`config.mk`:
```
export PLATFORM = sky130hd
export DESIGN_NAME = reg_stack_engine
export DESIGN_NICKNAME = d
export VERILOG_FILES = /design/src/rtl/reg_stack_engine.sv
export SDC_FILE = /design/constraint.sdc
export NUM_CORES = 1
export LEC_CHECK = 0
export ABC_AREA = 1
export CAP_MARGIN = 20
export CORE_ASPECT_RATIO = 0.7
export CORE_MARGIN = 2
export CORE_UTILIZATION = 34
export CTS_CLUSTER_DIAMETER = 80
export DETAILED_ROUTE_END_ITERATION = 8
export HOLD_SLACK_MARGIN = 0.08
export PLACE_DENSITY_LB_ADDON = 0.2
export SLEW_MARGIN = 25
export SYNTH_ARGS = -nofsm -noshare
export SYNTH_HDL_FRONTEND = slang
export SYNTH_SLANG_ARGS = --single-unit
export TNS_END_PERCENT = 30
```
`constraint.sdc`:
```
create_clock -name clk -period 8.8 [get_ports clk]
set_input_delay 1.76 -clock clk [delete_from_list [all_inputs] [get_ports clk]]
set_output_delay 1.76 -clock clk [all_outputs]
set_load 0.1 [all_outputs]
```
`src/rtl/reg_stack_engine.sv`:
```
module reg_stack_engine #(
  parameter int NREG = 96,
  parameter int DW = 64,
  parameter int AW = 32,
  parameter int BURST = 8,
  parameter logic [31:0] BSP_BASE = 32'h0000_1000
) (
  input  logic                           clk,
  input  logic                           rst_n,
  input  logic                           alloc_req,
  input  logic [$clog2(NREG+1)-1:0]      alloc_size,
  output logic                           alloc_stall,
  input  logic                           ret_req,
  input  logic [$clog2(NREG+1)-1:0]      ret_pop,
  input  logic [$clog2(NREG+1)-1:0]      ret_need,
  output logic                           ret_stall,
  output logic [$clog2(NREG+1)-1:0]      dirty_cnt,
  output logic [AW-1:0]                  bsp,
  output logic [$clog2(NREG)-1:0]        rf_raddr,
  input  logic [DW-1:0]                  rf_rdata,
  output logic                           rf_we,
  output logic [$clog2(NREG)-1:0]        rf_waddr,
  output logic [DW-1:0]                  rf_wdata,
  output logic                           mem_req,
  output logic                           mem_we,
  output logic [$clog2(BURST+1)-1:0]     mem_len,
  output logic [AW-1:0]                  mem_addr,
  input  logic                           mem_ack,
  input  logic                           mem_beat,
  output logic [DW-1:0]                  mem_wdata,
  input  logic [DW-1:0]                  mem_rdata
);
  localparam int IW = $clog2(NREG);
  localparam int CW = $clog2(NREG+1);
  localparam int LW = $clog2(BURST+1);
  localparam int NB = DW/8;

  typedef enum logic [1:0] {S_IDLE, S_REQ, S_BEAT} st_t;
  st_t st;

  logic [IW-1:0] head;
  logic [CW-1:0] dirty, dirty_nx;
  logic [AW-1:0] bsp_q;
  logic          spill_dir;
  logic [LW-1:0] len_q, cnt;

  logic [CW:0] free_w, ret_sum, need_s, need_f;
  logic [LW-1:0] len_s, len_f;
  logic [IW-1:0] head_up, head_dn;
  logic beat, alloc_ok, ret_ok;

  assign free_w  = (CW+1)'(NREG) - {1'b0, dirty};
  assign ret_sum = {1'b0, ret_pop} + {1'b0, ret_need};
  assign need_s  = {1'b0, alloc_size} - free_w;
  assign need_f  = ret_sum - {1'b0, dirty};
  assign len_s   = (need_s > (CW+1)'(BURST)) ? LW'(BURST) : LW'(need_s);
  assign len_f   = (need_f > (CW+1)'(BURST)) ? LW'(BURST) : LW'(need_f);

  assign alloc_stall = alloc_req && ({1'b0, alloc_size} > free_w);
  assign ret_stall   = ret_req && (ret_sum > {1'b0, dirty});
  assign alloc_ok    = alloc_req && !alloc_stall;
  assign ret_ok      = ret_req && !ret_stall;

  assign head_up = (head == IW'(NREG-1)) ? '0 : head + 1'b1;
  assign head_dn = (head == '0) ? IW'(NREG-1) : head - 1'b1;
  assign beat    = (st == S_BEAT) && mem_beat;

  assign rf_raddr  = head;
  assign mem_wdata = rf_rdata;
  assign rf_we     = beat && !spill_dir;
  assign rf_waddr  = head_dn;
  assign rf_wdata  = mem_rdata;
  assign mem_req   = (st == S_REQ);
  assign mem_we    = spill_dir;
  assign mem_len   = len_q;
  assign mem_addr  = spill_dir ? bsp_q : bsp_q - AW'(NB);
  assign dirty_cnt = dirty;
  assign bsp       = bsp_q;

  always_comb begin
    dirty_nx = dirty;
    if (alloc_ok) dirty_nx = dirty_nx + alloc_size;
    if (ret_ok)   dirty_nx = dirty_nx - ret_pop;
    if (beat)     dirty_nx = spill_dir ? dirty_nx - 1'b1 : dirty_nx + 1'b1;
  end

  always_ff @(posedge clk) begin
    if (!rst_n) begin
      st        <= S_IDLE;
      head      <= '0;
      dirty     <= '0;
      bsp_q     <= AW'(BSP_BASE);
      spill_dir <= 1'b0;
      len_q     <= '0;
      cnt       <= '0;
    end else begin
      dirty <= dirty_nx;
      if (beat) begin
        head  <= spill_dir ? head_up : head_dn;
        bsp_q <= spill_dir ? bsp_q + AW'(NB) : bsp_q - AW'(NB);
      end
      case (st)
        S_IDLE:
          if (alloc_stall) begin
            spill_dir <= 1'b1;
            len_q     <= len_s;
            st        <= S_REQ;
          end else if (ret_stall) begin
            spill_dir <= 1'b0;
            len_q     <= len_f;
            st        <= S_REQ;
          end
        S_REQ:
          if (mem_ack) begin
            cnt <= len_q;
            st  <= S_BEAT;
          end
        default:
          if (mem_beat) begin
            cnt <= cnt - 1'b1;
            if (cnt == LW'(1)) st <= S_IDLE;
          end
      endcase
    end
  end

  AST_RF_RANGE: assert property (@(posedge clk) disable iff (!rst_n)
    (rf_raddr < IW'(NREG)) && (rf_waddr < IW'(NREG)));
  AST_LIVE_BOUND: assert property (@(posedge clk) disable iff (!rst_n)
    dirty_cnt <= CW'(NREG));
  AST_SPILL_STEP: assert property (@(posedge clk) disable iff (!rst_n)
    (beat && spill_dir) |=> (bsp == $past(bsp) + AW'(NB)) && (dirty_cnt == $past(dirty_cnt) - 1'b1));
  AST_FILL_STEP: assert property (@(posedge clk) disable iff (!rst_n)
    (beat && !spill_dir) |=> (bsp == $past(bsp) - AW'(NB)) && (dirty_cnt == $past(dirty_cnt) + 1'b1));
  AST_FILL_FLOOR: assert property (@(posedge clk) disable iff (!rst_n)
    (beat && !spill_dir) |-> (bsp > AW'(BSP_BASE)));
  AST_BURST_LEN: assert property (@(posedge clk) disable iff (!rst_n)
    mem_req |-> (mem_len != '0) && (mem_len <= LW'(BURST)));
  AST_REQ_ONLY_STALLED: assert property (@(posedge clk) disable iff (!rst_n)
    mem_req |-> (alloc_stall || ret_stall));
endmodule

```
==> key figures <==
Run status
  – Status: completed

Drt
  – Via Count: 6,706
  – Antenna viol nets, final: 0
  – Final WL: 20.4 mm
  – WL/cell: 15.0 um
  – Vias/cell: 4.94
  – Initial DRC count: 521
  – DRC Markers: 0
  – First-pass DRT Iterations: 5

Synthesis
  – Mapped cell area: 7120 um2
  – Count of cell types in the netlist: 47
  – Gate Count Post-Synth: 1,112
  – #FFs+latches synth: 54
  – Main synth FF type: dfxtp_1
  – Post-synthesis sequential area ratio: 15.2%
  – Ys async rst share: 0%
  – Post-synth EDFFs: 0
  – Synth warnings: 0
  – Post-synthesis average cell area: 6.40 um2

Clocking
  – CTS tree: built
  – H-tree depth: 2
  – Clk Tree Root Cell: clkbuf_16
  – CTS resizes: 0
  – Hold_buf cts: 0
  – TritonCTS Buffers: 5
  – Clock Latency Late Sink: 0.31 ns
  – Clock Path Buffers: 2
  – Worst-path clk slew: 0.08 ns
  – Post-CTS setup buffer count: 0
  – Clk sinks: 54

Setup path
  – Worst Reg-to-Reg Cells: 29
  – WP data arrival: 5.80 ns
  – Startpoint Class: input port
  – Kind of critical path: input port to primary output
  – Endpoint class of the critical path: primary output
  – Crit Reg-Reg Startpoint: dirty_cnt[1]$_SDFF_PN0_
  – Worst-path maximum fanout: 4
  – Reg-to-reg endpoint: dirty_cnt[6]$_SDFF_PN0_
  – R2R Setup Slk: 3.73 ns
  – Worst EP required: 7.04 ns

Hold path
  – Hold_sp: cnt[3]$_SDFFE_PN0P_
  – WHS Path Cells: 2
  – Worst hold endpoint: cnt[3]$_SDFFE_PN0P_
  – HP Class: register to register

Layout
  – Filler cell count: 2,263
  – Synthesis-to-layout area growth: 7.77%
  – Area of the multi-input gates: 4290 um2
  – Reg area: 1080 um2
  – Layout net count: 1,290
  – Share of layout cells above drive strength 1: 5.09%
  – Diodes inserted: 0
  – Non-filler cells, final: 1,357

Global route
  – Vias in the first global route: 5,911
  – First-pass GRT wire length: 32.4 mm
  – Gr ovfl total: 0
  – Gr usage total: 18.1%
  – Largest net degree at the start of global routing: 55
  – Initial antenna violation count: 0

Timing
  – Measured slew at the worst slew-check pin: 1.06 ns
  – Setup repair after global routing missed its margin: no
  – Setup violators final: 0
  – Final hold violations: 0
  – Post-layout min period: 7.56 ns
  – Pins Over Slew Limit: 0
  – Final period util: 85.9%
  – TNS Setup: 0 ns
  – F_max: 132 MHz
  – Setup Skew: 0.0104 ns
  – Relative slew slack: 29.4%

Floorplanning
  – Core Region: 20,600 um2
  – Die width: 177 um
  – Initial core utilization: 34.5%
  – Die Y-Extent: 125 um
  – Rows: 44
  – DIE AREA: 22,100 um2
  – Boundary pin count: 377

Flow run
  – # Max-Cap Violations: 0

Placement
  – Placed wire-length estimate: 16.2 mm
  – RePlAce Congestion: 0.859
  – Placed Instances: 1,349
  – Buffers on Ports: 114

Power
  – Pleak: 3.52 nW
  – Peak supply drop: 0.172 mV
  – Power Dens Cells: 400 nW/um2
  – Pwr Total: 3.07 mW
kinds of logic after synthesis:
group                    Yosys count  synth area share, %
flip-flops                        54                 15.2
AO/OA/AOI/OAI                    203                 15.9
buffers and inverters            330                 24.9
XOR/XNOR                          49                 6.03
adder cells (fa/ha/maj)           55                 10.3
AND/OR/NAND/NOR                  420                 27.6
other                              1               0.0527
per-stage QoR:
| stage | setup WS [ns] | cell area (um2) | hold slack [ns] | utilization [%] |
|---|---|---|---|---|
| 3_3_place_gp | 1.29 | 7520 | 0.488 | 36.4 |
| 6_report | 1.24 | 7670 | 0.506 | 37.2 |
| 2_1_floorplan | 2.78 | 7140 | 0.466 | - |
| 4_1_cts | 1.25 | 7670 | 0.508 | 37.2 |
| 3_5_place_dp | 1.25 | 7520 | 0.496 | 36.4 |
| 5_1_grt | 1.01 | 7670 | 0.528 | 37.2 |
where the power goes:
part           internal (mW)  total, mW  switching (mW)
Sequential             0.294      0.371          0.0769
Clock                  0.109      0.215           0.106
Combinational          0.699       2.48            1.78
final cells by class:
| class | instances | area share, % |
|---|---|---|
| inverters | 168 | 8.22 |
| flip-flops and latches | 54 | 14.1 |
| multi-input cells | 733 | 55.9 |
| well taps | 276 | 4.50 |
| clock buffers | 5 | 1.63 |
| repair buffers | 118 | 15.3 |
| clock inverters | 3 | 0.375 |
cell usage in the layout, fill, tap and decap left out, types with 10 or more instances in the layout:
cell             instances
nand2_1                184
inv_1                  163
clkdlybuf4s50_1        114
o21ai_0                 82
nand3_1                 74
nor2_1                  71
a21oi_1                 63
dfxtp_1                 54
ha_1                    49
xor2_1                  35
nand4_1                 23
nor3_1                  23
xnor2_1                 14
o21ai_1                 12
a31oi_1                 11
nor2_2                  10
layer usage:
layer / vias up / wire (um) / track usage [%]
li1: 3434 / - / -
met4: 0 / 249 / 3.35
met3: 42 / 1510 / 3.56
met5: - / 0 / 0
met2: 243 / 7220 / 23.1
met1: 2987 / 11400 / 30.1
state kept, by name (all words and copies together) (netlist names):
name / flops
mem_len: 4
rf_raddr: 7
dirty_cnt: 7
bsp: 29
mem_we: 1
st: 2
cnt: 4
worst max path at each step:
stage | from | endpoint | slack, ns | cells past startpoint
after floorplan | ret_pop[0] | ret_stall | 2.78 | 17
after global placement | ret_pop[0] | ret_stall | 1.29 | 19
after detailed placement | ret_pop[0] | ret_stall | 1.25 | 19
after CTS | ret_pop[0] | ret_stall | 1.25 | 19
after global routing | ret_pop[0] | ret_stall | 1.01 | 19
final | ret_pop[0] | ret_stall | 1.24 | 19
critical path, stage by stage:
cell and delay [ns]:
clkdlybuf4s50_1 0.49, ha_1 0.21, inv_1 0.06, fa_1 0.42, o21ai_0 0.28, xnor2_1 0.16, inv_1 0.05, ha_1 0.34
nand2_1 0.09, nor2_1 0.11, nand2_1 0.06, nand3_1 0.10, nand2_1 0.06, nand2_1 0.06, nand2_1 0.07, nand2_1 0.06
nand2_1 0.04, inv_1 0.17, clkdlybuf4s50_1 1.18
Yosys cell counts (2+ instances only):
| library cell | instances | share of area (%) |
|---|---|---|
| nand4_1 | 23 | 2.0 |
| or2_2 | 4 | 0.35 |
| fa_1 | 6 | 1.7 |
| nor4_2 | 2 | 0.35 |
| buf_4 | 134 | 14 |
| o21ai_1 | 12 | 0.84 |
| o21ai_2 | 2 | 0.25 |
| a21o_1 | 5 | 0.53 |
| xnor2_1 | 14 | 1.7 |
| a221oi_1 | 4 | 0.49 |
| nand3_2 | 8 | 1.1 |
| inv_1 | 163 | 8.6 |
| buf_2 | 8 | 0.56 |
| nand3_1 | 74 | 5.2 |
| clkbuf_1 | 15 | 0.79 |
| o211ai_1 | 9 | 0.95 |
| a21oi_1 | 63 | 4.4 |
| a31oi_1 | 11 | 0.97 |
| inv_2 | 4 | 0.21 |
| nand2_1 | 184 | 9.7 |
| buf_6 | 3 | 0.47 |
| nor2_2 | 10 | 0.88 |
| nor4_1 | 3 | 0.26 |
| a211oi_1 | 5 | 0.53 |
| ha_1 | 49 | 8.6 |
| nand3b_1 | 4 | 0.42 |
| nand2_2 | 3 | 0.26 |
| nand4_2 | 2 | 0.35 |
| nor2_1 | 72 | 3.8 |
| nor3_1 | 23 | 1.6 |
| o21ai_0 | 82 | 5.8 |
| o21bai_1 | 6 | 0.63 |
| buf_1 | 2 | 0.11 |
| nor2_4 | 2 | 0.32 |
| nor3_4 | 2 | 0.46 |
| dfxtp_1 | 54 | 15 |
| xor2_1 | 35 | 4.3 |
Power figures use the tool's default switching activity.
